### src/rtl/rx_buf_segmenter.sv
module rx_buf_segmenter #(
  parameter int IDX_W  = 4,
  parameter int CNT_W  = 16,
  parameter int HDR_W  = 8,
  parameter int DATA_W = 8
) (
  input  logic              clk,
  input  logic              rst_n,
  input  logic [7:0]        cfg_size_code,
  input  logic              cfg_elastic_en,
  input  logic              cfg_split_en,
  input  logic [HDR_W-1:0]  cfg_hdr_len,
  input  logic [IDX_W-1:0]  cfg_ring_last,
  output logic              cfg_err,
  input  logic              in_valid,
  input  logic              in_sof,
  input  logic              in_eof,
  input  logic [DATA_W-1:0] in_data,
  output logic              wr_valid,
  output logic [IDX_W-1:0]  wr_idx,
  output logic [CNT_W-1:0]  wr_off,
  output logic [DATA_W-1:0] wr_data,
  output logic              bd_valid,
  output logic [IDX_W-1:0]  bd_idx,
  output logic [CNT_W-1:0]  bd_cnt,
  output logic              bd_sof,
  output logic              bd_eof,
  output logic [CNT_W-1:0]  bd_len
);
  localparam logic [CNT_W-1:0] ONE = CNT_W'(1);

  logic [IDX_W-1:0] cur_idx;
  logic [CNT_W-1:0] off_q, flen_q;
  logic             first_q;

  logic [7:0]       code_eff;
  logic [CNT_W-1:0] cap, off_nx, flen_nx;
  logic [IDX_W-1:0] use_idx, next_idx;
  logic             on_last, size_end, hdr_end, close;

  assign cfg_err  = (cfg_size_code == 8'd0);
  assign code_eff = cfg_err ? 8'd1 : cfg_size_code;
  assign cap      = CNT_W'({code_eff, 6'b0});
  assign use_idx  = (in_sof && cfg_elastic_en) ? '0 : cur_idx;
  assign on_last  = (use_idx == cfg_ring_last);
  assign off_nx   = off_q + ONE;
  assign flen_nx  = flen_q + ONE;
  assign size_end = !(cfg_elastic_en && on_last) && (off_nx == cap);
  assign hdr_end  = cfg_split_en && (flen_nx == CNT_W'(cfg_hdr_len));
  assign close    = in_eof || size_end || hdr_end;
  assign next_idx = (on_last || (in_eof && cfg_elastic_en)) ? '0 : use_idx + 1'b1;

  always_ff @(posedge clk or negedge rst_n) begin
    if (!rst_n) begin
      cur_idx <= '0;
      off_q   <= '0;
      flen_q  <= '0;
      first_q <= 1'b1;
    end else if (in_valid) begin
      if (close) begin
        cur_idx <= next_idx;
        off_q   <= '0;
        first_q <= in_eof;
      end else begin
        cur_idx <= use_idx;
        off_q   <= off_nx;
      end
      flen_q <= in_eof ? '0 : flen_nx;
    end
  end

  always_ff @(posedge clk or negedge rst_n) begin
    if (!rst_n) begin
      wr_valid <= 1'b0;
      bd_valid <= 1'b0;
    end else begin
      wr_valid <= in_valid;
      bd_valid <= in_valid && close;
    end
  end

  always_ff @(posedge clk) begin
    if (in_valid) begin
      wr_idx  <= use_idx;
      wr_off  <= off_q;
      wr_data <= in_data;
      bd_idx  <= use_idx;
      bd_cnt  <= off_nx;
      bd_sof  <= first_q;
      bd_eof  <= in_eof;
      bd_len  <= in_eof ? flen_nx : '0;
    end
  end
endmodule


### config.mk
export PLATFORM = sky130hd
export DESIGN_NAME = rx_buf_segmenter
export DESIGN_NICKNAME = d
export VERILOG_FILES = /design/src/rtl/rx_buf_segmenter.sv
export SDC_FILE = /design/constraint.sdc
export NUM_CORES = 1
export LEC_CHECK = 0
export ABC_AREA = 0
export ABC_CLOCK_PERIOD_IN_PS = 3400
export BUFFER_PORTS_ARGS = -buffer_cell sky130_fd_sc_hd__buf_2
export CAP_MARGIN = 20
export CORE_AREA = 8 8 121 123
export CTS_BUF_LIST = sky130_fd_sc_hd__clkbuf_2
export CTS_CLUSTER_SIZE = 30
export DETAILED_ROUTE_END_ITERATION = 8
export DIE_AREA = 0 0 129 131
export SYNTH_ARGS = -nofsm -noshare
export SYNTH_HDL_FRONTEND = slang
export SYNTH_SLANG_ARGS = --single-unit
### constraint.sdc
create_clock -name clk -period 3.4 [get_ports clk]
set_clock_uncertainty 0.1 [all_clocks]
set_input_delay 0.34 -clock clk [delete_from_list [all_inputs] [get_ports clk]]
set_output_delay 0.34 -clock clk [all_outputs]
set_load 0.03 [all_outputs]
==> impl_metrics.env <==
export IMPL_status="finished clean"
export IMPL_grt_usage=0.142
export IMPL_cts_buffer_depth=2
export IMPL_synth_simple_gate_area_share=0.170
export IMPL_max_slew_margin=0.360
export IMPL_cp_startpoint="off_q[3]"
export IMPL_use_met1=0.173
export IMPL_vias_per_cell=5.18
export IMPL_fill_cells=1197
export IMPL_fin_crit_ns=3.18
export IMPL_hold_path_class="input pin to flop"
export IMPL_dieArea_um2=16900
export IMPL_synthCells=444
export IMPL_wl_per_cell_um=16.5
export IMPL_ys_top_cells_by_area="edfxtp_1 38%, dfrtp_1 19%, xnor2_1 5.5%"
export IMPL_synth_adder_area_share=0.00757
export IMPL_yosys_register_bits=101
export IMPL_post_cts_setup_buffers=0
export IMPL_routed_wl_um=12000
export IMPL_place_hpwl_um=8410
export IMPL_cts_num_sinks=101
export IMPL_layout_drive_gt1_share=0.250
export IMPL_crit_required_ns=3.78
export IMPL_final_cell_area_um2=5890
export IMPL_drt_initial_drc_count=280
export IMPL_insertedDiodeCount=0
export IMPL_tightest_slew_ns=0.959
export IMPL_grt_pass1_vias=3874
export IMPL_drv_cap=0
export IMPL_arrival_ns=3.57
export IMPL_hold_path_startpoint="in_eof"
export IMPL_synth_top_family_by_area="simple AND/OR/NAND/NOR gates"
export IMPL_core_area_um2=12900
export IMPL_start_util=0.385
export IMPL_ys_warn_count=0
export IMPL_p_leak_nw=2.47
export IMPL_firstDrtPassIters=4
export IMPL_synth_top_area_share=0.375
export IMPL_ant_nets=0
export IMPL_vias=3765
export IMPL_drv_slew=0
export IMPL_drc=0
export IMPL_finalHoldViolations=0
export IMPL_synth_top_area_cell="edfxtp_1"
export IMPL_yosysSeqAreaShare=0.572
export IMPL_grt_ovfl_total=0
export IMPL_die_y_um=131
export IMPL_synth_cell_types=54
export IMPL_synthMuxAreaShare=0.0124
export IMPL_total_power_mw=2.60
export IMPL_syn_nets=482
export IMPL_use_met3=0.0272
export IMPL_num_rows=42
export IMPL_dpl_instance_area_um2=5630
export IMPL_crit_path_start_kind="flop"
export IMPL_async_reset_ff_frac=0.386
export IMPL_grt_antenna_before_repair=0
export IMPL_synth_compound_area_share=0.119
export IMPL_busiest_layer="met2"
export IMPL_syn_avg_cell_area_um2=11.2
export IMPL_grt_pass1_wl_um=19000
export IMPL_fp_dieW_um=129
export IMPL_nets=584
export IMPL_rsz0062_at_grt="false"
export IMPL_setup_violations=0
export IMPL_ir_drop_v=0.000148
export IMPL_use_met2=0.243
export IMPL_cts_tree="done"
export IMPL_max_freq_mhz=314
export IMPL_num_io_pins=104
export IMPL_areaGrowthSynthToFinish_pct=18.7
export IMPL_cp_max_fo=13
export IMPL_synthFlopType="edfxtp_1"
export IMPL_cts_root_buf="clkbuf_2"
export IMPL_numPortBuffers=103
export IMPL_r2r_start="off_q[3]"
export IMPL_gp_congestion=0.866
export IMPL_synth_edff_count=62
export IMPL_cts_buffers=9
export IMPL_endpoint_kind="flop"
export IMPL_fin_crit_sh=0.937
export IMPL_syn_area_um2=4960
export IMPL_clock_latency_ns=0.56
export IMPL_worstSetupPathType="flop to flop"
export IMPL_power_density_nw_per_um2=441
export IMPL_clk_pin_slew_ns=0.25
export IMPL_synth_xor_area_frac=0.0741
export IMPL_htree_num_levels=3
export IMPL_grt_max_degree=66
export IMPL_setup_tns_ns=0
==> path summary, 6_finish.rpt <==
kind | end | slack, ns | cells after the start
worst max-delay path | cur_idx[3] | 0.22 | 8
worst min-delay path | bd_eof | 0.10 | 1
worst max register to register | cur_idx[3] | 0.22 | 8
worst min register to register | first_q | 0.41 | 2
max in group asynchronous | off_q[6] | 2.28 | 2
min in group asynchronous | flen_q[0] | 0.31 | 2
==> repair_timing <==
item,CTS,global route
endpoints found under the hold margin,47,0
endpoints found under the setup margin,0,2
gates resized for setup,0,1
hold buffers,10,0
==> synth_stat cells (8+ instances only) <==
cell type  instances
o2bb2ai_1          8
nand4_1            8
inv_1             19
edfxtp_1          62
nor3_1            11
a31oi_1            9
nand3_1           21
and2_1            15
nand2_1           37
and3_1             8
clkbuf_1          19
nor2_1            19
dfrtp_1           38
xnor2_1           31
o21ai_0           28
xor2_1            11
o31ai_1            8
==> registers in the layout (all words and copies together), names as in the netlist <==
signal    flops
bd_len       16
wr_data       8
off_q        16
bd_valid      1
wr_off       16
cur_idx       4
first_q       1
bd_cnt       16
bd_eof        1
wr_valid      1
bd_idx        4
bd_sof        1
flen_q       16
==> per-stage QoR <==
step / worst slack, ns / hold WS [ns] / instances / util
after floorplan: 0.571 / -0.0556 / 444 / -
after global placement: 0.281 / 0.367 / 701 / 0.437
after detailed placement: 0.246 / 0.387 / 701 / 0.437
after CTS: 0.206 / 0.0428 / 727 / 0.457
after global routing: 0.0179 / 0.0489 / 727 / 0.457
final: 0.215 / 0.102 / 727 / 0.457
==> area by class of cell <==
class                      instances  area (um2)  area share
sequential                       101        2840       0.482
multi-input combinational        292        1910       0.324
timing repair buffer             123         693       0.118
tap                              176         220      0.0374
clock inverter                     5        98.8      0.0168
inverter                          19        71.3      0.0121
clock buffer                      11        55.1     0.00935
==> where the power goes <==
part	switching [mW]	internal [mW]	total, mW
combinational	0.294	0.146	0.440
sequential	0.0534	1.39	1.44
clock	0.393	0.319	0.713
==> cell usage in the layout, fill, tap and decap left out, types with 6 or more instances in the layout <==
cell | synthesis | routed
xor2_1 | 11 | 11
a31oi_1 | 9 | 9
o31ai_1 | 8 | 8
clkbuf_2 | 0 | 11
o21ai_0 | 28 | 28
and2_1 | 15 | 15
dlygate4sd3_1 | 0 | 10
nor2_1 | 19 | 19
o2bb2ai_1 | 8 | 8
nor2b_1 | 7 | 7
nand4_1 | 8 | 8
edfxtp_1 | 62 | 62
nor3_1 | 11 | 11
nor4_1 | 6 | 6
and3_1 | 8 | 8
buf_4 | 5 | 11
xnor2_1 | 31 | 31
nand3_1 | 21 | 21
inv_1 | 19 | 19
dfrtp_1 | 38 | 38
nand2_1 | 37 | 37
buf_2 | 7 | 102
==> metal layers <==
| metal | up-vias | wire [um] |
|---|---|---|
| li1 | 1820 | - |
| met1 | 1806 | 5280 |
| met2 | 118 | 5700 |
| met3 | 21 | 759 |
| met4 | 0 | 242 |
| met5 | - | 0 |
==> cell families (layout without fill, tap and decap cells) <==
kind of cell / count (synthesis) / after routing
compound gates: 87 / 87
xor+xnor: 42 / 42
fa+ha+maj: 3 / 3
buf+inv: 51 / 158
flops: 101 / 101
mux: 6 / 6
simple gates: 154 / 154
==> critical path, cell delays in order (launching register included) <==
cell	delay [ns]
dfrtp_1	0.56
nand4_2	0.34
nor4_1	0.44
xor2_1	0.28
xnor2_1	0.15
nand2_1	0.07
or4_4	0.61
a311o_1	0.39
a22o_1	0.17
No activity file was read; power rests on OpenSTA's default activity.
